## config.mk

```make
export PLATFORM = sky130hd
export DESIGN_NAME = quad_stack_core
export DESIGN_NICKNAME = d
export VERILOG_FILES = /design/src/rtl/qstk_pkg.sv /design/src/rtl/qstk_ctrl.sv /design/src/rtl/qstk_datapath.sv /design/src/rtl/quad_stack_core.sv
export SDC_FILE = /design/constraint.sdc
export NUM_CORES = 1
export LEC_CHECK = 0
export BUFFER_PORTS_ARGS = -buffer_cell sky130_fd_sc_hd__buf_2
export CAP_MARGIN = 20
export CORE_MARGIN = 2
export CORE_UTILIZATION = 50
export CTS_CLUSTER_DIAMETER = 40
export DETAILED_ROUTE_END_ITERATION = 8
export PLACE_DENSITY_LB_ADDON = 0.3
export SETUP_SLACK_MARGIN = 0.2
export SKIP_LAST_GASP = 1
export SYNTH_ARGS = -nofsm -noshare
export SYNTH_HDL_FRONTEND = slang
export SYNTH_HIERARCHICAL = 1
export SYNTH_SLANG_ARGS = --single-unit
```

## constraint.sdc

```tcl
create_clock -name clk -period 9.7 [get_ports clk]
set_input_delay 1.455 -clock clk [delete_from_list [all_inputs] [get_ports clk]]
set_output_delay 1.455 -clock clk [all_outputs]
set_load 0.03 [all_outputs]
```

## src/rtl/qstk_pkg.sv

```systemverilog
package qstk_pkg;
  localparam int NSTK  = 4;
  localparam int SEL_W = $clog2(NSTK);
  localparam int OP_W  = 10;

  localparam logic [2:0] FN_ADD  = 3'd1;
  localparam logic [2:0] FN_SUB  = 3'd2;
  localparam logic [2:0] FN_AND  = 3'd3;
  localparam logic [2:0] FN_OR   = 3'd4;
  localparam logic [2:0] FN_XOR  = 3'd5;
  localparam logic [2:0] FN_NOT  = 3'd6;
  localparam logic [2:0] FN_COPY = 3'd7;

  typedef struct packed {
    logic             push;
    logic             popP;
    logic             popS;
    logic [SEL_W-1:0] selP;
    logic [SEL_W-1:0] selS;
    logic [2:0]       func;
  } ctrlStrobes_t;
endpackage

```

## src/rtl/qstk_ctrl.sv

```systemverilog
module qstk_ctrl
  import qstk_pkg::*;
(
  input  logic         instrValid,
  input  logic [15:0]  instr,
  output ctrlStrobes_t strobes
);
  logic [OP_W-1:0] opField;
  logic            known;

  assign opField = instr[OP_W-1:0];
  assign known   = (opField != '0) && (opField <= OP_W'(7));

  always_comb begin
    strobes.push = instrValid && known;
    strobes.popP = instrValid && known && instr[11];
    strobes.popS = instrValid && known && instr[10];
    strobes.selP = instr[15:14];
    strobes.selS = instr[13:12];
    strobes.func = opField[2:0];
  end
endmodule

```

## src/rtl/qstk_datapath.sv

```systemverilog
module qstk_datapath
  import qstk_pkg::*;
#(
  parameter int DW    = 32,
  parameter int DEPTH = 8,
  localparam int CW   = $clog2(DEPTH + 1),
  localparam int AW   = (DEPTH > 1) ? $clog2(DEPTH) : 1
) (
  input  logic              clk,
  input  logic              rstN,
  input  ctrlStrobes_t      strobes,
  output logic [NSTK*DW-1:0] topOut,
  output logic [NSTK*CW-1:0] depthOut,
  output logic [NSTK-1:0]    ovfFlags,
  output logic [NSTK-1:0]    udfFlags
);
  logic [DW-1:0] opP, opS, aluRes;

  assign opP = topOut[strobes.selP*DW +: DW];
  assign opS = topOut[strobes.selS*DW +: DW];

  always_comb begin
    unique case (strobes.func)
      FN_ADD:  aluRes = opP + opS;
      FN_SUB:  aluRes = opP - opS;
      FN_AND:  aluRes = opP & opS;
      FN_OR:   aluRes = opP | opS;
      FN_XOR:  aluRes = opP ^ opS;
      FN_NOT:  aluRes = ~opS;
      FN_COPY: aluRes = opS;
      default: aluRes = '0;
    endcase
  end

  for (genvar g = 0; g < NSTK; g++) begin : gStk
    logic [DW-1:0] slot [DEPTH];
    logic [CW-1:0] cnt, topIdx, popN, afterPop;
    logic          ovf, udf, pushHere, short, full;

    assign topIdx   = cnt - CW'(1);
    assign popN     = CW'(strobes.popP && (strobes.selP == SEL_W'(g)))
                    + CW'(strobes.popS && (strobes.selS == SEL_W'(g)));
    assign short    = popN > cnt;
    assign afterPop = short ? '0 : cnt - popN;
    assign pushHere = strobes.push && (strobes.selP == SEL_W'(g));
    assign full     = afterPop == CW'(DEPTH);

    always_ff @(posedge clk or negedge rstN) begin
      if (!rstN) begin
        cnt <= '0;
        ovf <= 1'b0;
        udf <= 1'b0;
      end else begin
        if (short) udf <= 1'b1;
        if (pushHere && full) ovf <= 1'b1;
        if (pushHere && !full) cnt <= afterPop + CW'(1);
        else if (!pushHere || full) cnt <= (pushHere && full) ? cnt : afterPop;
      end
    end

    always_ff @(posedge clk) begin
      if (pushHere && !full) slot[afterPop[AW-1:0]] <= aluRes;
    end

    assign topOut[g*DW +: DW]   = (cnt == '0) ? '0 : slot[topIdx[AW-1:0]];
    assign depthOut[g*CW +: CW] = cnt;
    assign ovfFlags[g]          = ovf;
    assign udfFlags[g]          = udf;
  end
endmodule

```

## src/rtl/quad_stack_core.sv

```systemverilog
module quad_stack_core
  import qstk_pkg::*;
#(
  parameter int DW    = 32,
  parameter int DEPTH = 8,
  localparam int CW   = $clog2(DEPTH + 1)
) (
  input  logic               clk,
  input  logic               rstN,
  input  logic               instrValid,
  input  logic [15:0]        instr,
  output logic [4*DW-1:0]    topOut,
  output logic [4*CW-1:0]    depthOut,
  output logic [3:0]         ovfFlags,
  output logic [3:0]         udfFlags
);
  ctrlStrobes_t strobes;

  qstk_ctrl u_ctrl (
    .instrValid(instrValid),
    .instr     (instr),
    .strobes   (strobes)
  );

  qstk_datapath #(.DW(DW), .DEPTH(DEPTH)) u_dp (
    .clk     (clk),
    .rstN    (rstN),
    .strobes (strobes),
    .topOut  (topOut),
    .depthOut(depthOut),
    .ovfFlags(ovfFlags),
    .udfFlags(udfFlags)
  );
endmodule

```

==> reports/qor.yml, run 1 <==
worst_setup_path:
  crit_required_ns: 10.25
  crit_arrival_ns: 8.94
  critical_path_class: "reg2reg"
  cp-end-kind: "register"
  crit_path_max_fanout: 30
  worst_setup_path_start_kind: "register"
yosys:
  syn_inst: 2881
  synthTopCellsByCount: "edfxtp_1, mux4_2, o21ai_0, inv_1, nand2_1"
  netlist.top_cell.by_area: "edfxtp_1"
  synth.most_common_cell: "edfxtp_1"
  seq_area_frac_synth_pct: 65.9
  syn_area_sq_um: 47600
  synth_edf_count: 1024
  yosys_warnings: 6
  yosysUniqueCellTypes: 71
  syn_avg_cell_area_sq_um: 16.5
  ys_async_sr_fraction_pct: 2.29
  synth_ff_type: "edfxtp_1"
  ys_ff_latch: 1048
  ys_top_cells_by_area: "edfxtp_1, mux4_2, ha_1"
  synth_nets: 3027
  yosysTopAreaCellShare_pct: 64.6
sta:
  setup_tns_ns: 0
  hold_viol_final: 0
  fin_crit_ns: 8.38
  slew-limit-headroom_pct: 19.0
  fmax_mhz: 119
  setup_viol: 0
  fin_ws_ns: 1.32
  fin_crit_sh_pct: 86.4
  rsz0062_at_grt: "no"
  clock_skew_ns: 0.0272
  drv_slew: 0
  worst_pin_slew_ns: 1.22
  whs_ns: 0.455
pwr:
  peakVddDrop_uv: 208
  power_uw: 13500
  power_leakage_uw: 0.0197
  power.density_nw_per_um2: 244
drt:
  drc: 0
  antenna_left: 0
  drt-total-wl_microns: 144000
  firstDrtPassIters: 7
  drt-initial-drc-count: 4081
  routed_via_density: 6.34
  drt-wirelength-per-cell_microns: 31.8
  num_vias: 28800
cts:
  clock-sinks: 1048
  hold_buffers: 0
  cts_buffer_depth: 3
  clk_pin_slew_ns: 0.05
  numCtsBuffers: 132
  clk_latency_ns: 0.75
  h-tree-depth: 4
  postCtsSetupRepairBufs: 0
  post_cts_resized: 0
  cts_tree: "yes"
  ctsRootBufferMaster: "clkbuf_16"
finish:
  final_nets: 3312
  area_growth_pct: 16.1
  final_cell_area_sq_um: 55200
  fillers: 6993
  layout-drive-gt1-share_pct: 29.0
worst_hold_path:
  hold_path_class: "reg2reg"
grt:
  grt_max_degree: 75
  antenna_found_initial: 20
  grt_pass1_wl_microns: 206000
  grt_usage_pct: 29.8
  grt.overflow.total: 0
  grt_pass1_vias: 28500
placed_design:
  finalWeightedCongestion: 0.951
  place_area_sq_um: 50700
  hpwl_microns: 94000
  dp_slack_ns: 1.39
  io_buffers: 170
floorplan:
  fp.dieArea_sq_um: 97600
  fp.dieH_microns: 312
  dieWidth_microns: 312
  fp-row-count: 113
  core_area_sq_um: 94600
  ios: 171
  start_util_pct: 50.3
flow_run:
  maxCapViolCount: 0
run_status:
  outcome: "completed"
==> sequential cells by signal, indices dropped and copies added, names as in the netlist <==
signal	count
u_dp/gStk.ovf	4
u_dp/gStk.cnt	16
u_dp/gStk.slot	1024
u_dp/gStk.udf	4
==> per-stage QoR <==
stage	util, %	cells
after floorplan	-	2881
after detailed placement	53.6	4290
final	58.4	4541
after global routing	58.4	4536
after CTS	58.2	4529
after global placement	53.6	4289
==> worst max-delay path, cell delays in order (launching register included) <==
cell,delay [ns]
dfrtp_4,0.80
inv_1,0.16
ha_2,0.86
buf_4,0.39
mux4_2,0.34
inv_1,0.07
o22ai_1,0.17
mux4_2,0.64
nor4_4,0.35
nand3_2,0.33
o41ai_1,0.52
xnor2_1,0.11
ha_1,0.38
a21o_1,0.21
a21o_1,0.17
a21oi_1,0.30
o21ai_0,0.15
a211o_1,0.28
a41oi_1,0.27
o21a_1,0.36
o211ai_1,0.12
o311a_1,0.14
o211ai_1,0.18
a21o_1,0.50
buf_4,0.34
==> report_power, final <==
part           internal [uW]  switching [uW]  leakage [uW]  total, uW
clock network           2810            1980       0.00208       4780
registers               5370            34.6       0.00958       5410
logic                   1010            2280       0.00800       3290
==> layout by cell type (no fill, tap or decap), types with 17 or more instances in the layout <==
master / instances
edfxtp_1: 1024
mux4_2: 308
inv_1: 216
o21ai_0: 212
nand2_1: 172
buf_2: 169
buf_4: 146
clkbuf_16: 132
ha_1: 118
o22ai_1: 66
nor2_1: 63
xnor2_1: 53
a21oi_1: 50
mux2i_1: 26
nor2_4: 24
a21o_1: 20
dfrtp_1: 20
nor3_1: 19
o21ai_1: 19
clkinv_2: 18
clkbuf_1: 18
a31oi_1: 17
==> layer usage <==
layer | vias to the layer above | track usage, % | wire length, microns
met5 | - | 0 | 78
met1 | 14900 | 41.7 | 56200
met3 | 265 | 6.73 | 15300
met4 | 10 | 12.8 | 6470
li1 | 11900 | - | -
met2 | 1693 | 45.6 | 66200
==> final cells by class <==
cell class	count	area, sq um	area share [%]
timing repair buffer	322	2130	3.85
clock buffer	150	3370	6.10
antenna	5	12.5	0.0227
sequential	1048	31400	56.8
inverter	227	852	1.54
tap	1265	1580	2.87
clock inverter	89	965	1.75
multi-input combinational	1435	14900	27.1
==> kinds of logic after synthesis <==
logic type      synth area share, %
flops                          65.9
compound gates                 6.19
simple gates                   3.99
buf+inv                        3.71
mux                            15.5
fa+ha+maj                      3.42
xor+xnor                       1.25
==> path summary, 6_finish.rpt <==
check | slack [ns] | endpoint | depth (start not counted) | start
hold / removal | 0.46 | u_dp/gStk[3].ovf$_DFFE_PN0P_ | 1 | u_dp/gStk[3].ovf$_DFFE_PN0P_
max in group asynchronous | 8.15 | u_dp/gStk[3].cnt[0]$_DFFE_PN0P_ | 1 | rstN
setup reg to reg | 1.32 | u_dp/gStk[0].slot[3][30]$_DFFE_PP_ | 24 | u_dp/gStk[2].cnt[0]$_DFFE_PN0P_
hold reg to reg | 0.46 | u_dp/gStk[3].ovf$_DFFE_PN0P_ | 1 | u_dp/gStk[3].ovf$_DFFE_PN0P_
setup / recovery | 1.32 | u_dp/gStk[0].slot[3][30]$_DFFE_PP_ | 24 | u_dp/gStk[2].cnt[0]$_DFFE_PN0P_
min in group asynchronous | 0.83 | u_dp/gStk[1].cnt[0]$_DFFE_PN0P_ | 1 | rstN
Power figures use the tool's default switching activity.
==> inputs of run 2 (changes only) <==
--- a/config.mk
+++ b/config.mk
@@ -8,7 +8,7 @@
 export BUFFER_PORTS_ARGS = -buffer_cell sky130_fd_sc_hd__buf_2
 export CAP_MARGIN = 20
 export CORE_MARGIN = 2
-export CORE_UTILIZATION = 50
+export CORE_UTILIZATION = 45
 export CTS_CLUSTER_DIAMETER = 40
 export DETAILED_ROUTE_END_ITERATION = 8
 export PLACE_DENSITY_LB_ADDON = 0.3
==> reports/qor.yml, run 2 (synthesized netlist as in run 1, its figures left out) <==
floorplan:
  fp.dieH_microns: 329
  fp.dieArea_sq_um: 108000
  start_util_pct: 45.3
  ios: 171
  dieWidth_microns: 329
  fp-row-count: 119
  core_area_sq_um: 105000
sta:
  slew-limit-headroom_pct: 25.1
  fmax_mhz: 113
  drv_slew: 0
  setup_viol: 0
  fin_crit_sh_pct: 91.3
  fin_crit_ns: 8.86
  setup_tns_ns: 0
  worst_pin_slew_ns: 1.12
  hold_viol_final: 0
  rsz0062_at_grt: "no"
  clock_skew_ns: 0.0444
finish:
  final_cell_area_sq_um: 55100
  post-route-util_pct: 52.4
  layout-drive-gt1-share_pct: 28.7
  largest_reg_flops: 1024
  final_cell_mix: "edfxtp_1, mux4_2, inv_1"
  final_nets: 3312
  fin_cells: 4667
  multi_input_area_sq_um: 14900
  fillers: 8438
  final_common_cell: "edfxtp_1"
  register_area_sq_um: 31400
  area_growth_pct: 15.8
grt:
  grt_pass1_wl_microns: 205000
  grt.overflow.total: 0
  grt_usage_pct: 26.8
  antenna_found_initial: 26
  grt_pass1_vias: 28100
  grt_max_degree: 88
cts:
  hold_buffers: 0
  cts_tree: "yes"
  clk_latency_ns: 0.73
  clk_pin_slew_ns: 0.06
  h-tree-depth: 3
  post_cts_resized: 0
  ctsRootBufferMaster: "clkbuf_16"
  cts_buffer_depth: 3
  postCtsSetupRepairBufs: 0
  numCtsBuffers: 117
  clock-sinks: 1048
worst_setup_path:
  cp-end-kind: "register"
  crit_required_ns: 10.04
  crit_path_max_fanout: 37
  crit_arrival_ns: 9.20
  worst_setup_path_start_kind: "register"
  critical_path_class: "reg2reg"
placed_design:
  hpwl_microns: 95800
  finalWeightedCongestion: 0.956
  place_area_sq_um: 51000
  dp.cells: 4435
  io_buffers: 170
pwr:
  power.density_nw_per_um2: 239
  peakVddDrop_uv: 162
  power_leakage_uw: 0.0195
drt:
  antenna_left: 0
  firstDrtPassIters: 8
  drt-initial-drc-count: 3630
  routed_via_density: 6.13
  num_vias: 28600
  drt-wirelength-per-cell_microns: 31.0
  drt-total-wl_microns: 145000
  drc: 0
worst_hold_path:
  hold_path_class: "reg2reg"
flow_run:
  maxCapViolCount: 0
run_status:
  outcome: "completed"
==> run 2: cell type report <==
cell class | count | share of cell area, %
multi-input combinational | 1435 | 27.1
sequential | 1048 | 56.9
inverter | 227 | 1.55
timing repair buffer | 337 | 4.04
clock inverter | 84 | 1.73
antenna | 9 | 0.0409
tap | 1391 | 3.16
clock buffer | 136 | 5.48
==> run 2: path summary, 6_finish.rpt <==
check	endpoint	slack [ns]	cells after the start	from
setup reg to reg	u_dp/gStk[2].slot[6][30]$_DFFE_PP_	0.84	25	u_dp/gStk[2].cnt[0]$_DFFE_PN0P_
hold reg to reg	u_dp/gStk[3].ovf$_DFFE_PN0P_	0.45	1	u_dp/gStk[3].ovf$_DFFE_PN0P_
hold / removal	u_dp/gStk[3].ovf$_DFFE_PN0P_	0.45	1	u_dp/gStk[3].ovf$_DFFE_PN0P_
setup / recovery	u_dp/gStk[2].slot[6][30]$_DFFE_PP_	0.84	25	u_dp/gStk[2].cnt[0]$_DFFE_PN0P_
max in group asynchronous	u_dp/gStk[3].cnt[0]$_DFFE_PN0P_	8.10	1	rstN
min in group asynchronous	u_dp/gStk[1].cnt[1]$_DFFE_PN0P_	0.88	1	rstN
==> run 2: per-stage QoR <==
step / setup WS [ns] / total power [uW] / hold slack [ns]
after floorplan: 1.26 / 7400 / 0.429
final: 0.840 / 13200 / 0.453
after detailed placement: 0.967 / 8720 / 0.441
after global placement: 1.19 / 8640 / 0.440
after CTS: 0.925 / 13200 / 0.456
after global routing: 0.252 / 13600 / 0.493
==> run 2: power breakdown <==
group | switching, uW | total [uW] | internal, uW
clock network | 1850 | 4490 | 2640
logic | 2270 | 3280 | 1010
registers | 33.3 | 5400 | 5370
total | 4150 | 13200 | 9020
==> run 2: critical path: stages, from the launching register on <==
cell and delay, ns:
dfrtp_4 0.90, inv_1 0.18, ha_2 0.79, buf_4 0.50, mux4_2 0.38, inv_1 0.07
o22ai_1 0.17, o22a_1 0.26, o221ai_1 0.12, inv_1 0.19, nor4_4 0.49, nand3_2 0.28
o41ai_1 0.49, xnor2_1 0.14, ha_1 0.39, a21o_1 0.21, a21o_1 0.17, a21oi_1 0.30
o21ai_0 0.15, a211o_1 0.28, a41oi_1 0.32, o21a_1 0.38, o211ai_1 0.13, o311a_1 0.15
o211ai_1 0.19, a21o_1 0.80
==> run 2: layer usage <==
layer  GRT usage [%]  up-vias  part of all wire (%)
met5               0        -                 0.044
met4            11.3       10                   4.3
met3            7.00      261                    11
met2            41.0     1538                    46
met1            36.7    14900                    39
li1                -    11900                     -
